--- src/rtl/ict_pkg.sv ---
package ict_pkg;

  typedef enum logic [2:0] {
    MODE_TERM     = 3'd0,
    MODE_ONESHOT  = 3'd1,
    MODE_RATE     = 3'd2,
    MODE_SQUARE   = 3'd3,
    MODE_SWSTROBE = 3'd4,
    MODE_HWSTROBE = 3'd5
  } ict_mode_e;

  typedef enum logic [1:0] {
    PH_RUN  = 2'd0,
    PH_HIT  = 2'd1,
    PH_DONE = 2'd2
  } ict_phase_e;

  // Codes 6 and 7 alias the periodic modes.
  function automatic ict_mode_e fold_mode(input logic [2:0] code);
    case (code)
      3'd6:    fold_mode = MODE_RATE;
      3'd7:    fold_mode = MODE_SQUARE;
      default: fold_mode = ict_mode_e'(code);
    endcase
  endfunction

  // Modes in which a low gate freezes counting.
  function automatic logic gate_suspends(input ict_mode_e m);
    gate_suspends = (m == MODE_TERM) || (m == MODE_RATE) ||
                    (m == MODE_SQUARE) || (m == MODE_SWSTROBE);
  endfunction

  // Modes in which a gate rising edge restarts the sequence.
  function automatic logic gate_retriggers(input ict_mode_e m);
    gate_retriggers = (m == MODE_ONESHOT) || (m == MODE_RATE) ||
                      (m == MODE_SQUARE) || (m == MODE_HWSTROBE);
  endfunction

endpackage

--- src/rtl/ict_gate_ctl.sv ---
module ict_gate_ctl
  import ict_pkg::*;
(
  input  logic      clk,
  input  logic      rst_n,
  input  logic      gate_i,
  input  logic      tick_i,
  input  logic      load_i,
  input  ict_mode_e mode_i,
  output logic      restart_o,
  output logic      advance_o
);

  logic gate_q;
  logic gate_d;
  logic rise_w;

  always_comb begin
    gate_d    = gate_i;
    rise_w    = gate_i & ~gate_q;
    restart_o = load_i | (rise_w & gate_retriggers(mode_i));
    advance_o = tick_i & (gate_i | ~gate_suspends(mode_i)) & ~restart_o;
  end

  always_ff @(posedge clk or negedge rst_n) begin
    if (!rst_n) gate_q <= 1'b0;
    else        gate_q <= gate_d;
  end

endmodule

--- src/rtl/ict_oneshot.sv ---
module ict_oneshot
  import ict_pkg::*;
#(
  parameter int CNT_W = 16
) (
  input  logic             clk,
  input  logic             rst_n,
  input  logic             restart_i,
  input  logic             advance_i,
  input  logic [CNT_W-1:0] init_i,
  output logic [CNT_W-1:0] cnt_o,
  output ict_phase_e       phase_o
);

  localparam logic [CNT_W-1:0] ONE = CNT_W'(1);

  logic [CNT_W-1:0] cnt_q, cnt_d;
  ict_phase_e       ph_q, ph_d;

  always_comb begin
    cnt_d = cnt_q;
    ph_d  = ph_q;
    if (restart_i) begin
      cnt_d = init_i;
      ph_d  = PH_RUN;
    end else if (advance_i) begin
      cnt_d = cnt_q - ONE;
      case (ph_q)
        PH_RUN:  if (cnt_q == ONE) ph_d = PH_HIT;
        PH_HIT:  ph_d = PH_DONE;
        default: ph_d = PH_DONE;
      endcase
    end
  end

  always_ff @(posedge clk or negedge rst_n) begin
    if (!rst_n) begin
      cnt_q <= '0;
      ph_q  <= PH_RUN;
    end else begin
      cnt_q <= cnt_d;
      ph_q  <= ph_d;
    end
  end

  assign cnt_o   = cnt_q;
  assign phase_o = ph_q;

  AST_DONE_STICKY: assert property (@(posedge clk) disable iff (!rst_n)
    (ph_q == PH_DONE && !restart_i) |=> (ph_q == PH_DONE));
  AST_HIT_ONE_TICK: assert property (@(posedge clk) disable iff (!rst_n)
    (ph_q == PH_HIT && advance_i && !restart_i) |=> (ph_q == PH_DONE));

endmodule

--- src/rtl/ict_periodic.sv ---
module ict_periodic #(
  parameter int CNT_W = 16,
  localparam int PW = CNT_W + 1
) (
  input  logic          clk,
  input  logic          rst_n,
  input  logic          restart_i,
  input  logic          advance_i,
  input  logic [PW-1:0] nfull_i,
  output logic [PW-1:0] pos_o,
  output logic          pulse_o
);

  logic [PW-1:0] pos_q, pos_d;
  logic          pulse_q, pulse_d;
  logic          last_w;

  always_comb begin
    last_w  = (pos_q == nfull_i - PW'(1));
    pos_d   = pos_q;
    pulse_d = pulse_q;
    if (restart_i) begin
      pos_d   = '0;
      pulse_d = 1'b0;
    end else if (advance_i) begin
      pos_d   = last_w ? '0 : pos_q + PW'(1);
      pulse_d = last_w;
    end
  end

  always_ff @(posedge clk or negedge rst_n) begin
    if (!rst_n) begin
      pos_q   <= '0;
      pulse_q <= 1'b0;
    end else begin
      pos_q   <= pos_d;
      pulse_q <= pulse_d;
    end
  end

  assign pos_o   = pos_q;
  assign pulse_o = pulse_q;

  AST_POS_IN_PERIOD: assert property (@(posedge clk) disable iff (!rst_n)
    pos_q < nfull_i);
  AST_WRAP_PULSE: assert property (@(posedge clk) disable iff (!rst_n)
    (advance_i && !restart_i && last_w) |=> (pulse_q && pos_q == '0));

endmodule

--- src/rtl/ict_channel.sv ---
module ict_channel
  import ict_pkg::*;
#(
  parameter int CNT_W = 16
) (
  input  logic             clk,
  input  logic             rst_n,
  input  logic             tick_en_i,
  input  logic             gate_i,
  input  logic             load_i,
  input  logic [CNT_W-1:0] load_cnt_i,
  input  logic [2:0]       mode_sel_i,
  output logic [CNT_W-1:0] count_o,
  output logic             wave_o
);

  localparam int PW = CNT_W + 1;

  ict_mode_e        mode_q, mode_d;
  logic [CNT_W-1:0] init_q, init_d;
  logic [PW-1:0]    nfull_w, half_w, sq_off_w, pos_w;
  logic [CNT_W-1:0] os_cnt_w;
  ict_phase_e       os_ph_w;
  logic             pulse_w, restart_w, advance_w, high_w;

  always_comb begin
    mode_d = mode_q;
    init_d = init_q;
    if (load_i) begin
      mode_d = fold_mode(mode_sel_i);
      init_d = load_cnt_i;
    end
  end

  always_ff @(posedge clk or negedge rst_n) begin
    if (!rst_n) begin
      mode_q <= MODE_TERM;
      init_q <= '0;
    end else begin
      mode_q <= mode_d;
      init_q <= init_d;
    end
  end

  // Zero means a full 2^CNT_W count.
  assign nfull_w = (init_q == '0) ? (PW'(1) << CNT_W) : {1'b0, init_q};

  ict_gate_ctl u_gate (
    .clk       (clk),
    .rst_n     (rst_n),
    .gate_i    (gate_i),
    .tick_i    (tick_en_i),
    .load_i    (load_i),
    .mode_i    (mode_q),
    .restart_o (restart_w),
    .advance_o (advance_w)
  );

  ict_oneshot #(.CNT_W(CNT_W)) u_oneshot (
    .clk       (clk),
    .rst_n     (rst_n),
    .restart_i (restart_w),
    .advance_i (advance_w),
    .init_i    (init_d),
    .cnt_o     (os_cnt_w),
    .phase_o   (os_ph_w)
  );

  ict_periodic #(.CNT_W(CNT_W)) u_periodic (
    .clk       (clk),
    .rst_n     (rst_n),
    .restart_i (restart_w),
    .advance_i (advance_w),
    .nfull_i   (nfull_w),
    .pos_o     (pos_w),
    .pulse_o   (pulse_w)
  );

  always_comb begin
    half_w   = (nfull_w >> 1) + PW'(nfull_w[0]);
    high_w   = (pos_w < half_w);
    sq_off_w = high_w ? pos_w : (pos_w - half_w);
    count_o  = os_cnt_w;
    wave_o   = 1'b0;
    case (mode_q)
      MODE_TERM:    wave_o = (os_ph_w != PH_RUN);
      MODE_ONESHOT: wave_o = (os_ph_w == PH_RUN);
      MODE_RATE: begin
        wave_o  = pulse_w;
        count_o = init_q - pos_w[CNT_W-1:0];
      end
      MODE_SQUARE: begin
        wave_o  = high_w;
        count_o = init_q - {sq_off_w[CNT_W-2:0], 1'b0};
      end
      default:      wave_o = (os_ph_w == PH_HIT);
    endcase
  end

  AST_LOAD_SHOWS_VALUE: assert property (@(posedge clk) disable iff (!rst_n)
    load_i |=> (count_o == $past(load_cnt_i)));
  AST_RETRIG_RELOADS: assert property (@(posedge clk) disable iff (!rst_n)
    (restart_w && !load_i) |=> (count_o == $past(init_q)));
  AST_SUSPEND_HOLDS: assert property (@(posedge clk) disable iff (!rst_n)
    (!load_i && !gate_i && gate_suspends(mode_q)) |=> ($stable(count_o) && $stable(wave_o)));
  AST_TERM_FLAG_STICKY: assert property (@(posedge clk) disable iff (!rst_n)
    (mode_q == MODE_TERM && wave_o && !load_i) |=> wave_o);

endmodule

--- config.mk ---
export PLATFORM = sky130hd
export DESIGN_NAME = ict_channel
export DESIGN_NICKNAME = d
export VERILOG_FILES = /design/src/rtl/ict_pkg.sv /design/src/rtl/ict_gate_ctl.sv /design/src/rtl/ict_oneshot.sv /design/src/rtl/ict_periodic.sv /design/src/rtl/ict_channel.sv
export SDC_FILE = /design/constraint.sdc
export NUM_CORES = 1
export LEC_CHECK = 0
export ABC_AREA = 1
export ABC_CLOCK_PERIOD_IN_PS = 5300
export CAP_MARGIN = 10
export CORE_UTILIZATION = 30
export DETAILED_ROUTE_END_ITERATION = 10
export SLEW_MARGIN = 20
export SYNTH_ARGS = -nofsm -noshare
export SYNTH_HDL_FRONTEND = slang
export SYNTH_SLANG_ARGS = --single-unit
--- constraint.sdc ---
create_clock -name clk -period 5.3 [get_ports clk]
set_input_delay 0.795 -clock clk [delete_from_list [all_inputs] [get_ports clk]]
set_output_delay 0.795 -clock clk [all_outputs]
set_load 0.05 [all_outputs]
# Yosys cells after proc, flatten, opt, wreduce, memory -nomap -nowiden
# Index checks and enable logic that the tools add are counted.
# W data, S select, Z words.
[word_totals] reg_bits=56
[op_classes] addsub=7 magnitude_cmp=1 eq_ne=11 muxes=17 n_bitwise=9 reduce_logical=12
[ops] op="$mux W17" n=4
[ops] op="$mux W16" n=3
[ops] op="$pmux W16 S2" n=1
[ops] op="$sub A16 B16 Y16" n=2
[ops] op="$add A16 B1 Y17" n=1
[ops] op="$add A17 B1 Y17 const B" n=1
[ops] op="$eq A17 B17 Y1" n=1
[ops] op="$lt A17 B17 Y1" n=1
[ops] op="$sub A17 B1 Y17 const B" n=1
[ops] op="$eq A16 B1 Y1 const B" n=1
[ops] op="$logic_not A16 Y1" n=1
[ops] op="$sub A16 B1 Y16 const B" n=1
[ops] op="$mux W15" n=1
[ops] op="$sub A15 B15 Y15" n=1
[ops] op="$eq A3 B3 Y1 const B" n=4
[ops] op="$mux W2" n=4
[ops] op="$eq A3 B2 Y1 const B" n=2
[ops] op="$logic_or A1 B1 Y1" n=6
[ops] op="$pmux W3 S2" n=1
[ops] op="$and A1 B1 Y1" n=4
[ops] op="$pmux W1 S4" n=1
[ops] op="$reduce_bool A2 Y1" n=2
[ops] op="$eq A3 B1 Y1 const B" n=1
[ops] op="$logic_not A3 Y1" n=1
[ops] op="7 further kinds" n=11

# Logic depth before layout (Yosys ltp)
[logic_depth] ltp_word=10 ltp_mapped=32

# Hierarchy
# Synthesis repeated with hierarchy kept, for this count alone.
[unflattened] cells_unflattened=1054 area_unflattened_um2=6907.9
[by_module_without_submodules] mod="ict_channel" n_inst=1 cells_each=608 area_each_um2=3816.2
[by_module_without_submodules] mod="ict_periodic" n_inst=1 cells_each=267 area_each_um2=1779.2
[by_module_without_submodules] mod="ict_oneshot" n_inst=1 cells_each=165 area_each_um2=1218.7
[by_module_without_submodules] mod="ict_gate_ctl" n_inst=1 cells_each=14 area_each_um2=93.8

# Least setup slack after synthesis
# Ideal clock, no wire load.
[synth_timing] path_type="reg-to-output" startpoint="reg init_q[2]" endpoint="out count_o[13]" t_arrival_ns=5.229 slack_ns=-0.724 stages_incl_launch_ff=28 path_cell_list="dfrtp_1 > clkbuf_1 > ha_1 > nand3_1 > nor3_1 > nand3_1 > nor2_1 > nand2_1 > nor2_1 > nand3_1 > xor2_1 > ha_1 > a21oi_1 > o21ai_0 > a21oi_1 > nand3_1 > inv_1 > clkbuf_1 > nand2_1 > o21ai_0 > ha_1 > inv_1 > fa_1 > nand3_1 > nand3_1 > a21o_1 > xnor2_1 > o221ai_1"
[synth_via] elab_chain_len=7 elab_cells_between_ends=9 cone_classes="add/sub: 4; order compare: 1; mux: 3; reduce/logical: 1"
[synth_lines] item="start: declaration" line_no="ict_channel.sv:20" rtl="logic [CNT_W-1:0] init_q, init_d;"
[synth_lines] item="start signal: assignment" line_no="ict_channel.sv:41" rtl="init_q <= init_d;"
[synth_lines] item="$logic_not A16 Y1" line_no="ict_channel.sv:46" rtl="assign nfull_w = (init_q == '0) ? (PW'(1) << CNT_W) : {1'b0, init_q};"
[synth_lines] item="$mux W17" line_no="ict_channel.sv:46"
[synth_lines] item="$add A16 B1 Y17" line_no="ict_channel.sv:80" rtl="half_w = (nfull_w >> 1) + PW'(nfull_w[0]);"
[synth_lines] item="$sub A15 B15 Y15 or $lt A17 B17 Y1 (tied branches)" line_no="ict_channel.sv:82, ict_channel.sv:81"
[synth_lines] item="$mux W15" line_no="ict_channel.sv:82" rtl="sq_off_w = high_w ? pos_w : (pos_w - half_w);"
[synth_lines] item="$sub A16 B16 Y16" line_no="ict_channel.sv:94" rtl="count_o = init_q - {sq_off_w[CNT_W-2:0], 1'b0};"
[synth_lines] item="$pmux W16 S2 (*)" line_no="ict_channel.sv:85" rtl="case (mode_q)"
[synth_lines] item="end: declaration" line_no="ict_channel.sv:13" rtl="output logic [CNT_W-1:0] count_o,"
# Every way passes the cells marked *; elsewhere a longest branch is shown, timed or not.

# Final worst setup path
[layout_timing] startpoint="reg init_q[0]" endpoint="out count_o[14]"
# Same word-level chain as after synthesis.

==> impl_metrics.csv <==
group,metric,value,unit
drt,drt_pass1_iterations,5,
drt,via_count,7143,
drt,antenna_left,0,
drt,wl,23.9,mm
clocking,cts-buffers-inserted,5,
power_and_ir_drop,power.density,214,nW/um^2
timing,layout_setup_ws,-0.557,ns
setup_path,start_kind,"register",
finish,nNetsFinal,1188,
grt,grt_util_all_layers,21.3,%
power_and_ir_drop,max-vdd-ir-drop,137,uV
grt,grt_pass1_vias,6506,
placed_design,post-dp-hpwl,18.5,mm
hold_path,hold_depth,2,
synth,synth.distinct_cells,49,
finish,final_cell_mix,"nand2_1, inv_1, buf_4",
job,max_cap_viol_count,0,
floorplan,rows,53,
drt,wl_per_cell,17.2,microns
placed_design,place_congestion,0.951,
clocking,cts_tree,"yes",
timing,timing.final.crit_share,111,%
setup_path,worstPathMaxFanout,6,
setup_path,cp_data_arrival_time,5.06,ns
clocking,htree_levels,2,
finish,areaGrowthSynthToFinish,35.9,%
drt,vias_per_cell,5.16,
timing,finalSetupViolations,13,
synth,synth_flop_cell,"dfrtp_1",
timing,timing.fmax,171,MHz
synth,synth_fp_nets,1063,
timing,relSlewSlack,38.7,%
clocking,clk_latency,0.32,ns
floorplan,die_width,149,microns
synth,ys_async_sr_fraction,100,%
synth,syn-cell-area,6490,sq um
finish,antennaDiodeCount,0,
clocking,clock_path_buffers,2,
floorplan,die_area,22200,sq um
floorplan,coreArea,21100,sq um
drt,dr.first_iter.drc_count,539,
drt,drc,0,
finish,final_common_cell,"nand2_1",
floorplan,initial_core_util,30.8,%
clocking,path_clk_slew,0.08,ns
timing,finalCriticalPeriod,5.86,ns
synth,synth_warnings,0,
grt,antenna_found_initial,0,
synth,synth.avg_cell_area,6.60,sq um
placed_design,dp.cells,1359,
clocking,cts-root-buf,"clkbuf_16",
status,violations,"setup timing",
timing,timing.hold.ws,0.507,ns
placed_design,io_buffers,40,
setup_path,reg2regPathDepth,18,
floorplan,die_height,149,microns
synth,seq_area_frac_synth,21.6,%
timing,finalHoldViolCount,0,
timing,skew,0.00434,ns
finish,layout-drive-gt1-share,24.2,%
setup_path,criticalPathCategory,"reg -> out",
power_and_ir_drop,power.leakage,4.15,nW
setup_path,slowest_delay,0.41,ns
setup_path,crit_path_top_delay_cell,"dfrtp_1",
timing,worstMarginPinSlew,0.918,ns
finish,fin_cells,1384,
setup_path,crit_required,4.51,ns
floorplan,io_pins,41,
grt,grt_pass1_wl,35.8,mm
timing,rsz0062_at_grt,"yes",
clocking,cts.sinks,56,
status,outcome,"finished, violations left",
timing,setup_tns,-4.65,ns
synth,synth_edf_count,0,
placed_design,post-place-ws,-0.324,ns
grt,grt-ovfl-total,0,
hold_path,hold_path.class,"reg -> reg",
timing,finalMaxSlewViolations,0,
finish,final_core_util,41.8,%
grt,grt_max_degree,57,
clocking,hold_buffers,0,
synth,synth_seq_cells,56,
setup_path,crit_path_end_kind,"output port",
synth,synthCells,983,
==> Yosys cell counts, drive strengths merged, types with 4 or more instances <==
cell type | n | share of area, %
o21bai | 5 | 0.58
nand4 | 12 | 1.3
or2 | 7 | 0.67
o31ai | 4 | 0.46
a31oi | 5 | 0.48
xor2 | 40 | 5.4
a21o | 6 | 0.69
xnor2 | 13 | 1.8
nand2 | 281 | 17
nor2 | 93 | 6.6
nand3 | 86 | 7.0
buf | 8 | 1.0
o21ai | 63 | 4.9
clkbuf | 12 | 0.71
o221ai | 9 | 1.2
dfrtp | 56 | 22
a21oi | 60 | 4.7
ha | 53 | 10
nor3 | 13 | 1.0
o211ai | 14 | 1.6
inv | 112 | 6.5
nor4 | 4 | 0.58
==> where the power goes <==
part	total [mW]	switching, mW	internal (mW)
Clock	0.377	0.197	0.180
Combinational	1.01	0.602	0.405
Sequential	0.502	0.0391	0.463
Total	1.89	0.838	1.05
==> layout make-up <==
type                       instances  area, sq um
sequential                        56         1400
timing repair buffer             138         1350
clock inverter                     3         25.0
multi-input combinational        794         5140
clock buffer                       5          125
fill                            2183        12300
inverter                         113          429
tap                              275          344
==> worst max-delay path, delay by kind of cell, from the launching register on <==
| kind | cells | cell delay, ns |
|---|---|---|
| xor gates and xnor gates | 1 | 0.08 |
| DFF | 1 | 0.41 |
| buffers and inverters | 5 | 0.70 |
| AOI/OAI and AO/OA | 3 | 0.43 |
| and+or+nand+nor | 19 | 2.23 |
| adders and majority gates | 4 | 0.89 |
==> stage by stage <==
step	area (sq um)	total power, mW
6_report	8810	1.89
5_1_grt	8810	1.98
4_1_cts	8420	1.84
3_5_place_dp	7970	1.41
3_3_place_gp	7970	1.41
2_1_floorplan	6610	1.05
==> cell families after synthesis <==
| logic type | after synthesis | synth area share, % |
|---|---|---|
| AOI/OAI and AO/OA | 181 | 16.5 |
| xor gates and xnor gates | 53 | 7.16 |
| adders and majority gates | 56 | 11.1 |
| buffers and inverters | 133 | 8.25 |
| DFF | 56 | 21.6 |
| other | 1 | 0.0578 |
| and+or+nand+nor | 503 | 35.3 |
==> sequential cells by signal, summed over array words and instances (netlist names) <==
signal	count
u_periodic.pos_o	17
u_periodic.pulse_o	1
u_gate.gate_q	1
u_oneshot.phase_o	2
mode_q	3
u_oneshot.cnt_o	16
init_q	16
==> final timing paths <==
| kind | slack, ns | end | from |
|---|---|---|---|
| worst max-delay path | -0.56 | count_o[14] | init_q[0] |
| worst min-delay path | 0.51 | u_periodic.pulse_o | u_periodic.pulse_o |
| worst max register to register | 2.12 | u_periodic.pos_o[15] | init_q[0] |
| worst min register to register | 0.51 | u_periodic.pulse_o | u_periodic.pulse_o |
| max in group asynchronous | 4.11 | init_q[2] | rst_n |
| min in group asynchronous | 0.64 | u_oneshot.cnt_o[13] | rst_n |
==> routing by layer <==
metal / track usage (%) / routed length (microns) / share of wire [%]
met4: 7.45 / 680 / 2.9
met1: 30.1 / 11300 / 47
met3: 3.03 / 1470 / 6.2
met2: 33.0 / 10400 / 44
met5: 0 / 0 / 0
==> timing repair <==
| action | in CTS | in global routing |
|---|---|---|
| pin swaps | 30 | 58 |
| endpoints found under the setup margin | 14 | 14 |
| gates cloned | 1 | 1 |
| buffers inserted | 9 | 6 |
| endpoints found under the hold margin | 0 | 0 |
| gates resized for setup | 44 | 80 |
(Power assumes the default switching activity.)
